[src/rtl/interp2_pkg.sv]
// Package for the interpolate-by-two FIR.
// Holds the default geometry and a computed default tap set.
// Assumes an even tap count: taps split into two polyphase branches.
package interp2_pkg;

    localparam int DEF_DW    = 16;
    localparam int DEF_CW    = 16;
    localparam int DEF_NTAPS = 34;

    // Default prototype: a symmetric triangular shape scaled to fit Q1.15.
    function automatic logic [DEF_NTAPS*DEF_CW-1:0] default_taps();
        logic [DEF_NTAPS*DEF_CW-1:0] v;
        int mag;
        v = '0;
        for (int i = 0; i < DEF_NTAPS; i++) begin
            mag = (i < DEF_NTAPS/2) ? (i + 1) : (DEF_NTAPS - i);
            v[i*DEF_CW +: DEF_CW] = DEF_CW'(mag * 900);
        end
        return v;
    endfunction

endpackage

[src/rtl/interp2_seq.sv]
// Sequencer for the serial multiply-accumulate.
// It accepts a sample when idle and then steps a tap index over the branch taps.
// It emits the phase-0 strobe at the last step and the phase-1 strobe OUT_GAP
// clocks later.
// Assumes the input is never strobed while a step sequence is running.
module interp2_seq #(
    parameter int TPP     = 17,
    parameter int OUT_GAP = 16,
    localparam int IDXW   = (TPP > 1) ? $clog2(TPP) : 1,
    localparam int GAPW   = (OUT_GAP > 1) ? $clog2(OUT_GAP) : 1
) (
    input  logic            clk,
    input  logic            rst_n,
    input  logic            in_valid,
    output logic            load,
    output logic            step_en,
    output logic            first,
    output logic            last,
    output logic [IDXW-1:0] idx,
    output logic            out_valid,
    output logic            out_phase
);
    localparam logic [IDXW-1:0] LAST_IDX = IDXW'(TPP - 1);

    logic            busy;
    logic            pend;
    logic [GAPW-1:0] gap_cnt;
    logic            fire1;

    assign load    = in_valid && !busy;
    assign step_en = busy;
    assign first   = (idx == '0);
    assign last    = (idx == LAST_IDX);
    assign fire1   = pend && (gap_cnt == '0);

    // Run the tap index from zero to the last tap once per accepted sample.
    always_ff @(posedge clk) begin
        if (!rst_n) begin
            busy <= 1'b0;
            idx  <= '0;
        end else if (load) begin
            busy <= 1'b1;
            idx  <= '0;
        end else if (busy) begin
            if (last) busy <= 1'b0;
            else      idx  <= idx + 1'b1;
        end
    end

    // Hold the phase-1 result back for OUT_GAP clocks after phase 0.
    always_ff @(posedge clk) begin
        if (!rst_n) begin
            pend    <= 1'b0;
            gap_cnt <= '0;
        end else if (busy && last) begin
            pend    <= 1'b1;
            gap_cnt <= GAPW'(OUT_GAP - 1);
        end else if (pend) begin
            if (fire1) pend    <= 1'b0;
            else       gap_cnt <= gap_cnt - 1'b1;
        end
    end

    // Output strobe and branch select.
    always_ff @(posedge clk) begin
        if (!rst_n) begin
            out_valid <= 1'b0;
            out_phase <= 1'b0;
        end else begin
            out_valid <= (busy && last) || fire1;
            if (busy && last) out_phase <= 1'b0;
            else if (fire1)   out_phase <= 1'b1;
        end
    end

    assert_no_overrun_R8: assert property (@(posedge clk) disable iff (!rst_n)
        in_valid |-> !busy)
        else $error("input strobe during a running sequence");

    assert_start_R4: assert property (@(posedge clk) disable iff (!rst_n)
        load |=> busy && first)
        else $error("sequence did not start at tap 0");

    assert_phase0_R4: assert property (@(posedge clk) disable iff (!rst_n)
        (busy && last) |=> (out_valid && !out_phase))
        else $error("phase-0 strobe missing after last step");

    assert_single_pulse_R5: assert property (@(posedge clk) disable iff (!rst_n)
        out_valid |=> !out_valid)
        else $error("output strobe longer than one cycle");
endmodule

[src/rtl/interp2_delay.sv]
// Sample history for the interpolator: a shift register of TPP samples.
// Index 0 is the newest sample. The read port selects one entry per clock.
// Reset clears every entry to zero.
module interp2_delay #(
    parameter int DW     = 16,
    parameter int TPP    = 17,
    localparam int IDXW  = (TPP > 1) ? $clog2(TPP) : 1
) (
    input  logic            clk,
    input  logic            rst_n,
    input  logic            load,
    input  logic [DW-1:0]   din,
    input  logic [IDXW-1:0] rd_idx,
    output logic [DW-1:0]   rd_data
);
    logic [DW-1:0] taps [TPP];

    // Shift a newly accepted sample into the history.
    always_ff @(posedge clk) begin
        if (!rst_n) begin
            for (int i = 0; i < TPP; i++) taps[i] <= '0;
        end else if (load) begin
            taps[0] <= din;
            for (int i = 1; i < TPP; i++) taps[i] <= taps[i-1];
        end
    end

    // Select the entry addressed by the sequencer.
    always_comb begin
        rd_data = '0;
        for (int i = 0; i < TPP; i++)
            if (rd_idx == IDXW'(i)) rd_data = taps[i];
    end

    assert_shift_in_R1: assert property (@(posedge clk) disable iff (!rst_n)
        load |=> taps[0] == $past(din))
        else $error("history did not capture the accepted sample");
endmodule

[src/rtl/interp2_taps.sv]
// Tap ROM: for tap index k it returns h[2k] for branch 0 and h[2k+1] for branch 1.
// The taps come from a flat parameter vector, least significant tap first.
module interp2_taps #(
    parameter int CW                 = 16,
    parameter int NTAPS              = 34,
    parameter logic [NTAPS*CW-1:0] TAPS = '0,
    localparam int TPP               = NTAPS / 2,
    localparam int IDXW              = (TPP > 1) ? $clog2(TPP) : 1
) (
    input  logic [IDXW-1:0]       idx,
    output logic [1:0][CW-1:0]    coef
);
    // Decode the tap index into the pair of branch taps.
    always_comb begin
        coef = '0;
        for (int i = 0; i < TPP; i++) begin
            if (idx == IDXW'(i)) begin
                coef[0] = TAPS[(2*i)*CW +: CW];
                coef[1] = TAPS[(2*i+1)*CW +: CW];
            end
        end
    end
endmodule

[src/rtl/interp2_mac.sv]
// One polyphase branch: a single multiplier and a full-precision accumulator.
// At the last step it casts the sum (shift right by SHIFT, keep the low OW bits)
// into a result register. That register then holds until the next sequence ends.
module interp2_mac #(
    parameter int DW    = 16,
    parameter int CW    = 16,
    parameter int OW    = 18,
    parameter int TPP   = 17,
    parameter int SHIFT = 16,
    localparam int PW   = DW + CW,
    localparam int ACCW = PW + ((TPP > 1) ? $clog2(TPP) : 1)
) (
    input  logic          clk,
    input  logic          rst_n,
    input  logic          step_en,
    input  logic          first,
    input  logic          last,
    input  logic [DW-1:0] sample,
    input  logic [CW-1:0] coef,
    output logic [OW-1:0] res
);
    logic signed [PW-1:0]   prod;
    logic signed [ACCW-1:0] acc;
    logic signed [ACCW-1:0] sum_next;

    assign prod     = $signed(sample) * $signed(coef);
    assign sum_next = (first ? ACCW'(0) : acc) + ACCW'(prod);

    // Accumulate one product per step.
    always_ff @(posedge clk) begin
        if (!rst_n)       acc <= '0;
        else if (step_en) acc <= sum_next;
    end

    // Floor and wrap the finished sum into the output format.
    always_ff @(posedge clk) begin
        if (!rst_n)                res <= '0;
        else if (step_en && last)  res <= OW'(sum_next >>> SHIFT);
    end

    assert_res_hold_R5: assert property (@(posedge clk) disable iff (!rst_n)
        !(step_en && last) |=> $stable(res))
        else $error("branch result changed outside the last step");
endmodule

[src/rtl/interp2_serial_fir.sv]
// Interpolate-by-two polyphase FIR with one time-shared multiplier per branch.
// Each accepted sample starts a TPP-step multiply-accumulate on both branches.
// The even branch result leaves first; the odd branch result leaves OUT_GAP clocks later.
// Assumes inputs are spaced at least TPP+1 clocks apart (nominally 32).
module interp2_serial_fir #(
    parameter int DW      = interp2_pkg::DEF_DW,
    parameter int CW      = interp2_pkg::DEF_CW,
    parameter int OW      = 18,
    parameter int DFRAC   = 15,
    parameter int CFRAC   = 15,
    parameter int OFRAC   = 14,
    parameter int NTAPS   = interp2_pkg::DEF_NTAPS,
    parameter int OUT_GAP = 16,
    parameter logic [NTAPS*CW-1:0] TAPS = interp2_pkg::default_taps()
) (
    input  logic          clk,
    input  logic          rst_n,
    input  logic          in_valid,
    input  logic [DW-1:0] in_data,
    output logic          out_valid,
    output logic          out_phase,
    output logic [OW-1:0] out_data
);
    localparam int TPP   = NTAPS / 2;
    localparam int IDXW  = (TPP > 1) ? $clog2(TPP) : 1;
    localparam int SHIFT = DFRAC + CFRAC - OFRAC;

    logic               load, step_en, first, last;
    logic [IDXW-1:0]    idx;
    logic [DW-1:0]      sample;
    logic [1:0][CW-1:0] coef;
    logic [OW-1:0]      res [2];

    interp2_seq #(.TPP(TPP), .OUT_GAP(OUT_GAP)) seq_i (
        .clk(clk), .rst_n(rst_n), .in_valid(in_valid),
        .load(load), .step_en(step_en), .first(first), .last(last),
        .idx(idx), .out_valid(out_valid), .out_phase(out_phase)
    );

    interp2_delay #(.DW(DW), .TPP(TPP)) hist_i (
        .clk(clk), .rst_n(rst_n), .load(load), .din(in_data),
        .rd_idx(idx), .rd_data(sample)
    );

    interp2_taps #(.CW(CW), .NTAPS(NTAPS), .TAPS(TAPS)) taps_i (
        .idx(idx), .coef(coef)
    );

    for (genvar p = 0; p < 2; p++) begin : g_branch
        interp2_mac #(.DW(DW), .CW(CW), .OW(OW), .TPP(TPP), .SHIFT(SHIFT)) mac_i (
            .clk(clk), .rst_n(rst_n), .step_en(step_en), .first(first),
            .last(last), .sample(sample), .coef(coef[p]), .res(res[p])
        );
    end

    // Present the result of the branch named by the phase flag.
    assign out_data = out_phase ? res[1] : res[0];
endmodule

[config.mk]
export PLATFORM = sky130hd
export DESIGN_NAME = interp2_serial_fir
export DESIGN_NICKNAME = d
export VERILOG_FILES = /design/src/rtl/interp2_pkg.sv /design/src/rtl/interp2_seq.sv /design/src/rtl/interp2_delay.sv /design/src/rtl/interp2_taps.sv /design/src/rtl/interp2_mac.sv /design/src/rtl/interp2_serial_fir.sv
export SDC_FILE = /design/constraint.sdc
export NUM_CORES = 2
export LEC_CHECK = 0
export BUFFER_PORTS_ARGS = -buffer_cell sky130_fd_sc_hd__buf_4
export CAP_MARGIN = 20
export CELL_PAD_IN_SITES_DETAIL_PLACEMENT = 2
export CELL_PAD_IN_SITES_GLOBAL_PLACEMENT = 2
export CORE_AREA = 2 2 278 390
export CTS_BUF_LIST = sky130_fd_sc_hd__clkbuf_8
export DETAILED_ROUTE_END_ITERATION = 16
export DIE_AREA = 0 0 280 392
export PLACE_DENSITY = 0.77
export SYNTH_ARGS = -nofsm -noshare
export SYNTH_HDL_FRONTEND = slang
export SYNTH_SLANG_ARGS = --single-unit
[constraint.sdc]
create_clock -name clk -period 12.7 [get_ports clk]
set_input_delay 0.635 -clock clk [delete_from_list [all_inputs] [get_ports clk]]
set_output_delay 0.635 -clock clk [all_outputs]
set_load 0.03 [all_outputs]
# Word-level counts from Yosys, hierarchy flattened
# Memories as Yosys holds them, arrays and structs flattened.
# Cells that the tools add are included.
# classes
n_addsub,4
n_eq_ne,17
n_mux,67
n_mul,2
n_reduce_logical,12
n_bitwise,19
# ops
operator,count
two-way mux 16 bit,34
two-way mux 30 bit,13
two-way mux 37 bit,2
two-way mux 29 bit,2
"equality test 5 x 4 -> 1 bit, second input constant",8
adder 37 x 31 -> 37 bit,1
adder 37 x 32 -> 37 bit,1
multiplier 16 x 16 -> 32 bit,1
multiplier 16 x 15 -> 31 bit,1
two-way mux 28 bit,1
two-way mux 27 bit,1
"equality test 5 x 3 -> 1 bit, second input constant",4
two-way mux 18 bit,1
OR 1 bit,17
two-way mux 4 bit,3
"equality test 5 x 2 -> 1 bit, second input constant",2
two-way mux 1 bit,10
"adder 5 x 1 -> 5 bit, second input constant",1
"equality test 5 x 1 -> 1 bit, second input constant",1
"equality test 5 bit, second input constant",1
zero test 5 bit,1
zero test 4 bit,1
AND reduction 2 bit,2
OR reduction 2 bit,2
other kinds (7),10
# totals
n_memories,1
out_inout_bits,20
in_bits,19
ram_bits,272
elab_cells,132
reg_bits,123
# mem_list
memory,words,width,read_ports,rd_ports_with_merged_regs,wr,line,rtl
hist_i.taps,17,16,17,0,17,interp2_delay.sv:16,logic [DW-1:0] taps [TPP];

# Depth between registers and ports, before layout
# depth
depth_word,20
ltp_mapped,35
mapped_depth_nobuf,32

# By module
# Synthesis repeated with hierarchy kept, for this count alone.
# hier_totals
hier_cells,4223
area_unflattened_um2,41717.5
# modules_own_cells
module,seq_area_each_um2,area_per_inst_um2,instances,cells_each
interp2_mac (g_branch[0].mac_i),1041.0,13623.1,1,1516
interp2_mac (g_branch[1].mac_i),1041.0,13477.9,1,1471
interp2_delay,8167.8,13181.4,1,1069
interp2_seq,260.2,650.6,1,71
interp2_taps,0.0,513.0,1,76
interp2_serial_fir,0.0,271.5,1,20

# Worst setup path after synthesis
# No wires, ideal clock.
# synth_path
path_type,in2reg
start,in in_valid
end,"mem hist_i.taps[0][0], enable pin"
path_buffers,0
path_stages,2
setup_ns,0.947
slack_ns,-1.060
t_required_ns,11.753
arrival_ns,12.813
path_cell_list,inv_1 > o21ai_1
# synth_lines
element,line,rtl
start: declaration,interp2_serial_fir.sv:18,"input logic in_valid,"
end: declaration,interp2_delay.sv:16,

# Worst setup path after layout
# layout_path
start,reg seq_i.idx[1]
end,reg g_branch[0].mac_i.acc[32]
# layout_via
elab_chain_cells,20
elab_cells_between_ends,54
cone_classes,1 x add/sub; 1 x mul; 16 x eq/ne; 35 x mux; 1 x reduce/logical
# layout_lines
element,line,rtl
start: declaration,interp2_seq.sv:19,"output logic [IDXW-1:0] idx,"
start signal: assignment,interp2_seq.sv:46,else idx <= idx + 1'b1;
zero test 5 bit,"interp2_seq.sv:32, interp2_delay.sv:32, interp2_taps.sv:17",
two-way mux 16 bit or two-way mux 27 bit (tied branches),"interp2_delay.sv:32, interp2_taps.sv:17",
two-way mux 16 bit or two-way mux 28 bit (tied branches),"interp2_delay.sv:32, interp2_taps.sv:17",
two-way mux 16 bit or two-way mux 29 bit (tied branches) (2 in a row),"interp2_delay.sv:32, interp2_taps.sv:17",
two-way mux 16 bit or two-way mux 30 bit (tied branches) (13 in a row),"interp2_delay.sv:32, interp2_taps.sv:17",
multiplier 16 x 16 -> 32 bit,interp2_mac.sv:26,assign prod = $signed(sample) * $signed(coef);
adder 37 x 32 -> 37 bit *,interp2_mac.sv:27,assign sum_next = (first ? ACCW'(0) : acc) + ACCW'(prod);
end signal: assignment,interp2_mac.sv:32,else if (step_en) acc <= sum_next;
end: declaration,interp2_mac.sv:23,logic signed [ACCW-1:0] acc;
# Mark *: on every way between the ends. The rest lies on a longest branch, timed or not.
# A chain may end at the register's enable or synchronous reset.

==> run summary <==
status = finished, final reports clean
Post-synth EDFFs = 272
Buffers & Inverters on Critical Path = 9
Design Area, Final = 0.0392 mm²
die height = 392 µm
gr usage total = 23.3%
CP peak stage delay = 840 ps
GRT Residual Overflow = 0
share of layout cells above drive strength 1 = 7.96%
post-layout min period = 10350 ps
largest net degree at the start of global routing = 129
Slew headroom = 26.6%
Seq/Total Area, Yosys = 29.1%
Die Area = 0.110 mm²
worst-margin pin slew = 1100 ps
cts bufs inserted = 74
CTS tree = built
#FFs+latches synth = 385
Avg Inst Size Synth = 9.72 µm²
initial antenna violation count = 2
endpoint type of the worst setup path = flop
port bufs = 38
Clock Pin Slew Worst Setup and Hold Paths = 60 ps
nets = 4385
cts hold-fix bufs = 0
Final Util = 36.8%
P&R area growth vs syn = 9.37%
maximum vdd ir drop = 0.0985 mV
post-DP HPWL = 96600 µm
post-CTS sizing = 0
CORE AREA = 0.106 mm²
Worst EP required = 13290 ps
H-tree levels = 3
CP arrival = 10950 ps
Synth Instances = 3688
placed instance area = 0.0377 mm²
cell with the most instances after synthesis = inv_1
post-synth net total = 4373
Synthesis Warnings = 0
I/O pin cnt = 39
Post-CTS Setup Bufs = 0
Site Rows = 142
final worst path period share = 81.5%
MaxCap Viol Count = 0
Synth area leaders = fa_1 (24%), edfxtp_1 (23%), ha_1 (8.3%)
CTS Root Cell = clkbuf_8
final hold vios = 0
largest fanout on the critical path = 24
CTS Buffer Depth = 3
Leak Pwr = 18.0 nW
RSZ-0062 raised after global routing = no
startpoint types = flop
Worst Skew = 80.5 ps
Crit path max-delay family = adder cells
Placed Cells = 4990
post-route ant nets = 0
Cell Count, Final, Fillers Out = 5128
largest area contributor in the netlist = fa_1
worst setup margin = 2350 ps
drt wl/cell = 24.5 µm
WL final = 125000 µm
Slowest cell on crit path = o21ai_1
drt first-iter violations = 1188
Peak Freq = 96.6 MHz
ys flop type = edfxtp_1
post-synthesis cell type count = 84
Place WS = 2570 ps
Pre-Repair DR Iteration Count = 5
most frequent CP cell = inv_1
critical path class = flop to flop
vias in the first global route = 31900
drt drc = 0
# clock sinks = 385
Max Slew Vio Count = 0
Async S/R FF share, synth = 0%
Vias/cell = 5.28
Initial Utilization = 33.7%
post-synth top area share = 23.9%
first-pass GRT wire length = 193000 µm
Hold Crit Class = input port to flop
placer congestion estimate = 0.865
Filler cells = 11500
vias post-DR = 27100
Post-Syn Area = 0.0358 mm²
die width = 280 µm
top post-synthesis cells by count = inv_1 (626), fa_1 (428), and2_1 (361)
Setup-failing EPs final = 0
PwrDens = 181 mW/mm²
TNS Setup = 0 ps
Worst-Skew Late Latency = 770 ps
[state kept, by name (all words and copies together) (netlist names)]
signal	count
hist_i.taps	272
g_branch.mac_i.acc	64
g_branch.mac_i.res	36
seq_i.idx	5
seq_i.gap_cnt	4
seq_i.out_phase	1
seq_i.out_valid	1
seq_i.pend	1
seq_i.step_en	1
[final cells by class]
cell class,instances,area [µm²],share of cell area (%)
diodes,2,5.00,0.0128
clock buffers,77,1060,2.70
repair buffers,110,830,2.12
multi-input cells,2500,22400,57.0
clock inverters,57,448,1.14
flip-flops and latches,385,10400,26.6
inverters,629,2360,6.02
well taps,1368,1710,4.37
[cells in the final DEF (no fill, tap or decap), drive strengths merged, types with 77 or more instances in the layout]
master	count
inv	659
fa	428
and2	361
nor2	326
edfxtp	272
ha	238
nand2	192
a21oi	174
o21ai	137
dfxtp	113
buf	110
clkbuf	77
[power breakdown]
part	switching (mW)	total [mW]	internal [mW]
Sequential	0.0767	1.56	1.48
Clock	0.634	1.32	0.682
Combinational	2.66	4.23	1.57
[layer usage]
| metal | vias up | part of all wire, % | wire, µm | GRT usage, % |
|---|---|---|---|---|
| met3 | 346 | 3.6 | 4530 | 3.26 |
| li1 | 12000 | - | - | - |
| met1 | 14100 | 36 | 45600 | 24.4 |
| met4 | 0 | 7.1 | 8900 | 14.7 |
| met2 | 604 | 53 | 66400 | 43.4 |
| met5 | - | 0 | 0 | 0 |
[cell families (layout without fill, tap and decap cells)]
logic type                 Yosys count  in the layout  synth area share, %
muxes                               54             54                 1.60
adders and majority gates          666            666                 32.2
DFF                                385            385                 29.1
AOI/OAI and AO/OA                  593            593                 10.7
buffers and inverters              803            873                 8.75
and+or+nand+nor                   1127           1127                 16.2
xor gates and xnor gates            60             60                 1.47
other                                0              2                    0
[path summary, 6_finish.rpt]
check                                              start                                     end  slack, ps  cells past startpoint
setup / recovery               seq_i.idx[1]$_SDFFE_PP0P_  g_branch[0].mac_i.acc[32]$_SDFFE_PN0P_       2350                     32
hold / removal                                in_data[3]         hist_i.taps[0][3]$_SDFFCE_PN0P_        190                      2
setup reg to reg               seq_i.idx[1]$_SDFFE_PP0P_  g_branch[0].mac_i.acc[32]$_SDFFE_PN0P_       2350                     32
hold reg to reg   g_branch[0].mac_i.res[10]$_SDFFE_PN0P_  g_branch[0].mac_i.res[10]$_SDFFE_PN0P_        470                      2
[metrics by stage]
stage	hold slack (ps)	total power, mW
CTS	139	7.19
floorplan	433	4.43
global route	162	7.71
detailed placement	461	5.79
global placement	447	5.59
finish	190	7.11
(Power assumes the default switching activity.)
